`src/rtl/lsm_pkg.sv`:
```
package lsm_pkg;

  typedef enum logic [1:0] {
    M_LOCK   = 2'd0,
    M_TEST   = 2'd1,
    M_FORCE  = 2'd2,
    M_TFORCE = 2'd3
  } mode_t;

  localparam int KEY_W = 4;

  localparam logic [KEY_W-1:0] KEY_LOCK   = 4'h0;
  localparam logic [KEY_W-1:0] KEY_TEST   = 4'h6;
  localparam logic [KEY_W-1:0] KEY_FORCE  = 4'h9;
  localparam logic [KEY_W-1:0] KEY_TFORCE = 4'hF;

  function automatic logic key_legal(input logic [KEY_W-1:0] k);
    return (k == KEY_LOCK) || (k == KEY_TEST) || (k == KEY_FORCE) || (k == KEY_TFORCE);
  endfunction

  function automatic mode_t key_to_mode(input logic [KEY_W-1:0] k);
    mode_t m;
    case (k)
      KEY_TEST:   m = M_TEST;
      KEY_FORCE:  m = M_FORCE;
      KEY_TFORCE: m = M_TFORCE;
      default:    m = M_LOCK;
    endcase
    return m;
  endfunction

endpackage

```
`src/rtl/lsm_eq.sv`:
```
module lsm_eq #(
  parameter int W = 32
) (
  input  logic [W-1:0] a_i,
  input  logic [W-1:0] b_i,
  output logic         diff_o
);
  assign diff_o = |(a_i ^ b_i);
endmodule

```
`src/rtl/lsm_diag.sv`:
```
module lsm_diag
  import lsm_pkg::*;
#(
  parameter int W      = 32,
  parameter int ST_CYC = 8
) (
  input  logic         clk,
  input  logic         rst_n,
  input  logic [W-1:0] main_i,
  input  logic [W-1:0] chk_i,
  input  logic         halt_i,
  input  logic         key_hit_i,
  input  mode_t        key_mode_i,
  input  logic         clr_i,
  output logic         flag_o,
  output logic         evt_o,
  output logic         done_o,
  output logic         fail_o,
  output mode_t        mode_o
);
  localparam int CW = (ST_CYC > 1) ? $clog2(ST_CYC) : 1;
  localparam logic [CW-1:0] LAST = CW'(ST_CYC - 1);

  logic [W-1:0]  main_q, chk_q;
  logic          halt_q;
  mode_t         mode_q, mode_d;
  logic [CW-1:0] cnt_q, cnt_d;
  logic          acc_q, acc_d;
  logic          flag_q, flag_d, evt_q, evt_d;
  logic          done_q, done_d, fail_q, fail_d;

  logic [W-1:0]  pat, cmp_a, cmp_b;
  logic          diff_main, diff_inv;
  logic          run, in_test, at_last, func_mis, st_bad, flag_kept, st_en;

  // pattern generator for the self-test
  assign pat = W'(cnt_q) ^ {W{cnt_q[0]}};

  always_comb begin
    case (mode_q)
      M_FORCE:  begin cmp_a = main_q; cmp_b = main_q ^ W'(1); end
      M_TEST:   begin cmp_a = pat;    cmp_b = pat;           end
      M_TFORCE: begin cmp_a = pat;    cmp_b = pat ^ W'(1);   end
      default:  begin cmp_a = main_q; cmp_b = chk_q;         end
    endcase
  end

  lsm_eq #(.W(W)) u_eq_main (.a_i(cmp_a), .b_i(cmp_b), .diff_o(diff_main));
  lsm_eq #(.W(W)) u_eq_inv  (.a_i(pat),   .b_i(~pat),  .diff_o(diff_inv));

  assign run      = !halt_q;
  assign in_test  = (mode_q == M_TEST) || (mode_q == M_TFORCE);
  assign at_last  = (cnt_q == LAST);
  assign func_mis = run && ((mode_q == M_LOCK) || (mode_q == M_FORCE)) && diff_main;
  assign st_bad   = diff_main | ~diff_inv;
  assign st_en    = key_hit_i || (run && in_test);
  assign flag_kept = flag_q & ~clr_i;

  always_comb begin
    mode_d = mode_q;
    cnt_d  = cnt_q;
    acc_d  = acc_q;
    done_d = done_q;
    fail_d = fail_q;
    if (run && (mode_q == M_FORCE)) mode_d = M_LOCK;
    if (run && in_test) begin
      acc_d = acc_q | st_bad;
      if (at_last) begin
        mode_d = M_LOCK;
        cnt_d  = '0;
        done_d = 1'b1;
        fail_d = acc_q | st_bad;
      end else begin
        cnt_d = cnt_q + CW'(1);
      end
    end
    if (key_hit_i) begin
      mode_d = key_mode_i;
      cnt_d  = '0;
      acc_d  = 1'b0;
      if ((key_mode_i == M_TEST) || (key_mode_i == M_TFORCE)) begin
        done_d = 1'b0;
        fail_d = 1'b0;
      end
    end
    flag_d = flag_kept | func_mis;
    evt_d  = func_mis & ~flag_kept;
  end

  always_ff @(posedge clk or negedge rst_n) begin
    if (!rst_n) begin
      main_q <= '0;
      chk_q  <= '0;
      halt_q <= 1'b0;
      mode_q <= M_LOCK;
      cnt_q  <= '0;
      acc_q  <= 1'b0;
      done_q <= 1'b0;
      fail_q <= 1'b0;
      flag_q <= 1'b0;
      evt_q  <= 1'b0;
    end else begin
      main_q <= main_i;
      chk_q  <= chk_i;
      halt_q <= halt_i;
      mode_q <= mode_d;
      flag_q <= flag_d;
      evt_q  <= evt_d;
      if (st_en) begin
        cnt_q  <= cnt_d;
        acc_q  <= acc_d;
        done_q <= done_d;
        fail_q <= fail_d;
      end
    end
  end

  assign flag_o = flag_q;
  assign evt_o  = evt_q;
  assign done_o = done_q;
  assign fail_o = fail_q;
  assign mode_o = mode_q;
endmodule

```
`src/rtl/lockstep_cmp_mon.sv`:
```
module lockstep_cmp_mon
  import lsm_pkg::*;
#(
  parameter int CPU_W  = 32,
  parameter int VIC_W  = 16,
  parameter int ST_CYC = 8
) (
  input  logic             clk,
  input  logic             rst_n,
  input  logic [CPU_W-1:0] cpu_main_i,
  input  logic [CPU_W-1:0] cpu_chk_i,
  input  logic [VIC_W-1:0] vic_main_i,
  input  logic [VIC_W-1:0] vic_chk_i,
  input  logic             key_wr_i,
  input  logic             key_sel_i,
  input  logic [3:0]       key_val_i,
  input  logic             dbg_halt_i,
  input  logic             clr_wr_i,
  input  logic [1:0]       clr_mask_i,
  output logic [1:0]       err_flag_o,
  output logic [1:0]       err_evt_o,
  output logic [1:0]       st_done_o,
  output logic [1:0]       st_fail_o
);
  localparam int NDIAG = 2;

  logic                  key_ok;
  mode_t                 key_mode;
  logic [NDIAG-1:0]      key_hit;
  logic [NDIAG-1:0]      clr_hit;
  mode_t [NDIAG-1:0]     diag_mode;

  assign key_ok   = key_legal(key_val_i);
  assign key_mode = key_to_mode(key_val_i);

  for (genvar g = 0; g < NDIAG; g++) begin : g_diag
    assign key_hit[g] = key_wr_i && key_ok && (key_sel_i == g[0]);
    assign clr_hit[g] = clr_wr_i && clr_mask_i[g];
    if (g == 0) begin : g_cpu
      lsm_diag #(.W(CPU_W), .ST_CYC(ST_CYC)) u_diag (
        .clk(clk), .rst_n(rst_n),
        .main_i(cpu_main_i), .chk_i(cpu_chk_i), .halt_i(dbg_halt_i),
        .key_hit_i(key_hit[g]), .key_mode_i(key_mode), .clr_i(clr_hit[g]),
        .flag_o(err_flag_o[g]), .evt_o(err_evt_o[g]),
        .done_o(st_done_o[g]), .fail_o(st_fail_o[g]), .mode_o(diag_mode[g])
      );
    end else begin : g_vic
      lsm_diag #(.W(VIC_W), .ST_CYC(ST_CYC)) u_diag (
        .clk(clk), .rst_n(rst_n),
        .main_i(vic_main_i), .chk_i(vic_chk_i), .halt_i(dbg_halt_i),
        .key_hit_i(key_hit[g]), .key_mode_i(key_mode), .clr_i(clr_hit[g]),
        .flag_o(err_flag_o[g]), .evt_o(err_evt_o[g]),
        .done_o(st_done_o[g]), .fail_o(st_fail_o[g]), .mode_o(diag_mode[g])
      );
    end
  end
endmodule

```
`config.mk`:
```
export PLATFORM = sky130hd
export DESIGN_NAME = lockstep_cmp_mon
export DESIGN_NICKNAME = d
export VERILOG_FILES = /design/src/rtl/lsm_pkg.sv /design/src/rtl/lsm_eq.sv /design/src/rtl/lsm_diag.sv /design/src/rtl/lockstep_cmp_mon.sv
export SDC_FILE = /design/constraint.sdc
export NUM_CORES = 1
export LEC_CHECK = 0
export BUFFER_PORTS_ARGS = -buffer_cell sky130_fd_sc_hd__buf_4
export CAP_MARGIN = 25
export CORE_ASPECT_RATIO = 1.5
export CORE_MARGIN = 2
export CORE_UTILIZATION = 45
export CTS_BUF_LIST = sky130_fd_sc_hd__clkbuf_2
export CTS_CLUSTER_SIZE = 24
export DETAILED_ROUTE_END_ITERATION = 7
export GPL_TIMING_DRIVEN = 0
export PLACE_DENSITY_LB_ADDON = 0.08
export SLEW_MARGIN = 5
export SYNTH_ARGS = -nofsm -noshare
export SYNTH_HDL_FRONTEND = slang
export SYNTH_SLANG_ARGS = --single-unit
```
`constraint.sdc`:
```
create_clock -name clk -period 1.8 [get_ports clk]
set_input_delay 0.27 -clock clk [delete_from_list [all_inputs] [get_ports clk]]
set_output_delay 0.27 -clock clk [all_outputs]
set_load 0.02 [all_outputs]
```
* Word-level counts from Yosys, hierarchy flattened *
Index checks and enable logic that the tools add are counted.
W data, S select, Z words.

word-level totals
  flip-flop bits (word level) = 117
  bits of input ports = 108
  logic and storage cells = 139

cells by class
  add/sub/neg operators = 2
  eq/ne operators = 13
  muxes and demuxes = 39
  bitwise gates (word level) = 29
  reduce and logical (&&, ||, !) cells = 37

operators by type and width
  kind                   count
  $pmux W32 S3           1
  $reduce_or A32 Y1      2
  $xor A32 B32 Y32       2
  $pmux W16 S3           1
  $mux W32               1
  $not A32 Y32           1
  $reduce_or A16 Y1      2
  $xor A16 B16 Y16       2
  $xor A3 B32 Y32        1
  $mux W1                20
  $mux W3                6
  $mux W16               1
  $mux W2                8
  $not A16 Y16           1
  $xor A3 B16 Y16        1
  $logic_and A1 B1 Y1    13
  $not A1 Y1             11
  $eq A2 B2 Y1 const B   5
  $logic_or A1 B1 Y1     10
  $eq A4 B4 Y1 const B   2
  $add A3 B1 Y3 const B  2
  $eq A2 B1 Y1 const B   3
  $eq A3 B3 Y1 const B   2
  $or A1 B1 Y1           6
  9 further kinds        16

* Logic depth before layout (Yosys ltp) *
  depth after elaboration = 11
  gate-level depth with buffers = 7
  depth with buffers taken out = 6

* Modules after synthesis *
Synthesis repeated with hierarchy kept, for this count alone.

unflattened totals
  cells, all modules = 515
  area total of the unflattened synthesis = 5859.4 µm²

by module, submodules not included
  module                                         instances  cells an instance  area each (µm²)
  lsm_diag at g_diag[0].g_cpu.u_diag             1          227                2951.6
  lsm_diag at g_diag[1].g_vic.u_diag             1          149                1803.0
  lsm_eq at g_diag[0].g_cpu.u_diag.u_eq_inv ...  2          43                 346.6
  lsm_eq at g_diag[1].g_vic.u_diag.u_eq_inv ...  2          21                 171.4
  lockstep_cmp_mon                               1          11                 68.8

* Worst setup path after synthesis *
No wires, ideal clock.

  kind = register to register
  start = register g_diag[0].g_cpu.u_diag.chk_q[10]
  end = register g_diag[0].g_cpu.u_diag.flag_q
  arrival time = 1.532 ns
  path slack = 0.150 ns
  stages on the path, launching flop included = 7
  path buffers = 0
  cells stage by stage = dfrtp_1 or4_4 nor3_2 a31oi_1 nor4_2 a311o_1 nand2_1

on the way
  longest elaborated chain between the ends = 5

RTL lines
  item                               RTL line         RTL
  start: declaration                 lsm_diag.sv:24   logic [W-1:0] main_q, chk_q;
  start signal: assignment           lsm_diag.sv:104  chk_q <= chk_i;
  $pmux W32 S3                       lsm_diag.sv:40   case (mode_q)
  $xor A32 B32 Y32                   lsm_eq.sv:8      assign diff_o = |(a_i ^ b_i);
  $reduce_or A32 Y1                  lsm_eq.sv:8
  $logic_and A1 B1 Y1                lsm_diag.sv:54   assign func_mis = run && ((mode_q == M_LOCK) || (mode_q == M_FORCE)) && diff_main;
  $or A1 B1 Y1                       lsm_diag.sv:86   flag_d = flag_kept | func_mis;
  via g_diag[0].g_cpu.u_diag.flag_d  lsm_diag.sv:29   logic flag_q, flag_d, evt_q, evt_d;
  end signal: assignment             lsm_diag.sv:107  flag_q <= flag_d;
  end: declaration                   lsm_diag.sv:29

The timed path passes the listed nets, and every way through them passes these cells.
A chain may end at the register's enable or synchronous reset.

* Worst setup path after layout *
  start = register g_diag[0].g_cpu.u_diag.chk_q[27]
  end = register g_diag[0].g_cpu.u_diag.flag_q

Same word-level chain as after synthesis.

==> metrics.md <==
| Metric | Value |
|---|---|
| Clock sink count | roughly 120 |
| # DRC | 0 |
| Syn_nets | roughly 420 |
| Crit path cell chain | xnor2_1 > o221ai_1 > or4_4 > nor4_2 > a311o_1 > nand2_1 |
| Clk_lat worst skew | approximately 0.65 ns |
| Pleak | about 3 nW |
| Yosys warns | 0 |
| Synth Instances | 310 |
| Root buf cell | clkbuf_2 |
| Area growth syn-to-layout | 57.0% |
| Max Clk Rate | between 0.5 and 0.6 GHz |
| Overall die height | ~120 microns |
| Vias in the first global route | about 3500 |
| Final core utilization | a little under three quarters |
| Slew Limit Headroom | around 65% |
| Synth unique cells | 42 |
| N_diodes | 0 |
| Synth Register Bits | 117 |
| CP Launch Type | flip-flop |
| Die area | 0.0101 sq mm |
| Drt via density | around 4.7 |
| Drt pass-1 iters | 4 |
| Crit-path max cell delay | 0.43 ns |
| Status | complete, but fails checks |
| GRT Total Usage | ~22% |
| MaxCap Viol Count | 0 |
| Input/output buffers | between 100 and 150 |
| Failing checks | negative setup slack |
| Final net count | ~660 |
| Peak supply drop | approximately 0.66 mV |
| RSZ-0062 raised after global routing | true |
| Power Density | 917 mW/mm^2 |
| Total gr overflow | 0 |
| Post-Route WL | 10.2 mm |
| Critical path type | flip-flop to flip-flop |
| Ratio of final minimum period to clock period | 100% |
| Placed cell count | ~540 |
| I/O pin cnt | around 120 |
| DR WL/cell | 15.1 microns |
| CP max FO | 2 |
| Die Wd | 82.7 microns |
| Clock skew | about 0.018 ns |
| Core Area | around 0.009 sq mm |
| Post-layout power | around 6.0 mW |
| Post-route worst setup slack | -0.0000524 ns |
| Post-Layout Cell Count | 676 |
| Syn_area_per_cell | between 10 and 15 sq um |
| Fin Hold WS | roughly 0.062 ns |
| Drt first-iter violations | ~150 |
| Worst slew pin tran | 0.525 ns |
| WP data arrival | 2.35 ns |
| # H-tree levels | 4 |
| Maximum buffer depth of the clock tree | 2 |
| Fraction of layout cells with a size suffix above 1 | between 20 and 30% |
| Starting density of the core | a little under half |
| CTS Buf Count | 17 |
| Critical Path Slowest Stage Cell | dfrtp_1 |
| Dpl hpwl | approximately 6.4 mm |
| Netlist Area Pre-Place | 0.00418 sq mm |
| First-pass GRT wire length | roughly 16 mm |
| Placed instance area | approximately 0.0052 sq mm |
| Final setup viols | 1 |
| Hold Path Class | primary input to flip-flop |
| Final Hold Viols | 0 |
| Row count | 43 |
| Ys async rst share | 100% |
| Synth Flop Type | dfrtp_1 |
| Initial antenna violation count | 0 |
| Post-layout minimum cycle time | around 1.8 ns |
| Cell area after layout | 0.00656 sq mm |
| Vias | between 3000 and 4000 |
| Post-synth EDFFs | 0 |
| Slew Viols, Final | 0 |
| GP Congestion | 0.731 |
| WP data required | 2.35 ns |
| Fin Setup TNS | -0.0000524 ns |
| Critical Path Sink Type | flip-flop |
| Pin count of the biggest net entering global routing | about 120 |
| Sequential area share after synthesis | approximately 70% |
| CTS tree | done |
| Clk pin slew, worst setup/hold paths | about 0.19 ns |
| Pre-CTS setup slack | -0.139 ns |
| Final ANT Viol Nets | 0 |
-- repair_timing --
| item | CTS | global route |
|---|---|---|
| hold endpoints to repair | 229 | 0 |
| resized for setup | 1 | 6 |
| buffers inserted | 2 | 0 |
| endpoints found under the setup margin | 2 | 4 |
| hold buffers | 104 | 0 |
| pin swaps | 5 | 2 |
-- cells by family (layout without fill, tap and decap cells) --
| kind of cell | after synthesis | in the layout | synth area share (%) |
|---|---|---|---|
| flops | 117 | 117 | 70.1 |
| simple gates | 74 | 74 | 9.92 |
| compound gates | 50 | 50 | 7.76 |
| buf+inv | 31 | 285 | 3.80 |
| mux | 3 | 3 | 0.719 |
| fa+ha+maj | 4 | 4 | 1.20 |
| xor+xnor | 31 | 31 | 6.50 |
-- layout by cell type (no fill, tap or decap), types with 2 or more instances in the layout --
cell and instances:
buf_4 125, dfrtp_1 117, dlygate4sd3_1 104, inv_1 20, a21oi_1 19, xnor2_1 18, clkbuf_2 17, nor2_1 13
xor2_1 13, nand2_1 12, nor4_1 10, nand2b_1 9, nor2b_1 8, o21ai_0 7, nand3_1 4, o22ai_1 4
nand4_1 4, ha_1 4, clkinvlp_4 4, clkinv_4 4, mux2i_1 3, nor3_1 3, bufinv_16 3, buf_6 2
and2_1 2, o21bai_1 2, a2111oi_1 2, a31oi_1 2, or4_4 2, a22o_1 2, o2bb2ai_1 2, a311o_1 2
a311oi_1 2, inv_6 2
-- cells in the mapped netlist, drive strengths merged (2+ instances only) --
master / count / area (sq um)
nand2b: 9 / 56.3
o22ai: 4 / 25.0
a31oi: 2 / 12.5
nor2b: 9 / 56.3
a2111oi: 2 / 17.5
and2: 2 / 12.5
a22o: 2 / 17.5
nor4: 11 / 75.1
o21ai: 7 / 35.0
inv: 20 / 75.1
nor2: 13 / 48.8
nor3: 4 / 25.0
ha: 4 / 50.1
or4: 2 / 18.8
dfrtp: 117 / 2930
nand3: 4 / 20.0
mux2i: 3 / 30.0
o21bai: 2 / 15.0
a311o: 2 / 20.0
nand2: 12 / 45.0
o2bb2ai: 2 / 17.5
xnor2: 18 / 158
buf: 11 / 83.8
a311oi: 2 / 17.5
a21oi: 19 / 95.1
nand4: 4 / 25.0
xor2: 13 / 114
-- path summary, 6_finish.rpt --
kind	from	end	slack, ns	cells past startpoint
worst min register to register	g_diag[0].g_cpu.u_diag.flag_o	g_diag[0].g_cpu.u_diag.evt_o	0.47	1
worst max register to register	g_diag[0].g_cpu.u_diag.chk_q[27]	g_diag[0].g_cpu.u_diag.flag_o	-0.00005	6
worst max-delay path	g_diag[0].g_cpu.u_diag.chk_q[27]	g_diag[0].g_cpu.u_diag.flag_o	-0.00005	6
min in group asynchronous	rst_n	g_diag[1].g_vic.u_diag.main_q[14]	0.12	2
worst min-delay path	key_wr_i	g_diag[1].g_vic.u_diag.cnt_q[0]	0.06	4
max in group asynchronous	rst_n	g_diag[0].g_cpu.u_diag.main_q[10]	0.99	3
-- critical path, delay by kind of cell, from the launching register on --
kind | cells | cell delay [ns]
flip-flops | 1 | 0.43
AND/OR/NAND/NOR | 3 | 0.74
XOR/XNOR | 1 | 0.17
AO/OA/AOI/OAI | 2 | 0.37
-- sequential cells by signal (all words and copies together) (netlist names), 2 cells and up --
signal	cells
g_diag.g_cpu.u_diag.chk_q	32
g_diag.g_cpu.u_diag.main_q	32
g_diag.g_vic.u_diag.chk_q	16
g_diag.g_vic.u_diag.main_q	16
g_diag.g_cpu.u_diag.cnt_q	3
g_diag.g_vic.u_diag.cnt_q	3
g_diag.g_cpu.u_diag.mode_o	2
g_diag.g_vic.u_diag.mode_o	2
-- final cells by class --
class                           count  area [sq um]
Sequential cell                   117          2930
Fill cell                         635          2590
Timing Repair Buffer              222          1950
Multi-Input combinational cell    162          1110
Clock inverter                     15           181
Tap cell                          112           140
Buffer                             11          86.3
Clock buffer                       17          85.1
Inverter                           20          75.1
-- metal layers --
| layer | GRT usage, % | wire length (microns) | vias up | part of all wire (%) |
|---|---|---|---|---|
| met4 | 8.40 | 132 | 0 | 1.3 |
| met2 | 42.3 | 6160 | 91 | 60 |
| met5 | 0 | 0 | - | 0 |
| li1 | - | - | 1543 | - |
| met1 | 20.7 | 3490 | 1549 | 34 |
| met3 | 5.26 | 427 | 12 | 4.2 |
-- power breakdown --
| group | total (mW) | switching [mW] | internal [mW] |
|---|---|---|---|
| Sequential | 3.03 | 0.160 | 2.87 |
| Clock | 1.80 | 1.02 | 0.781 |
| Combinational | 1.19 | 0.503 | 0.684 |
Power figures use the tool's default switching activity.
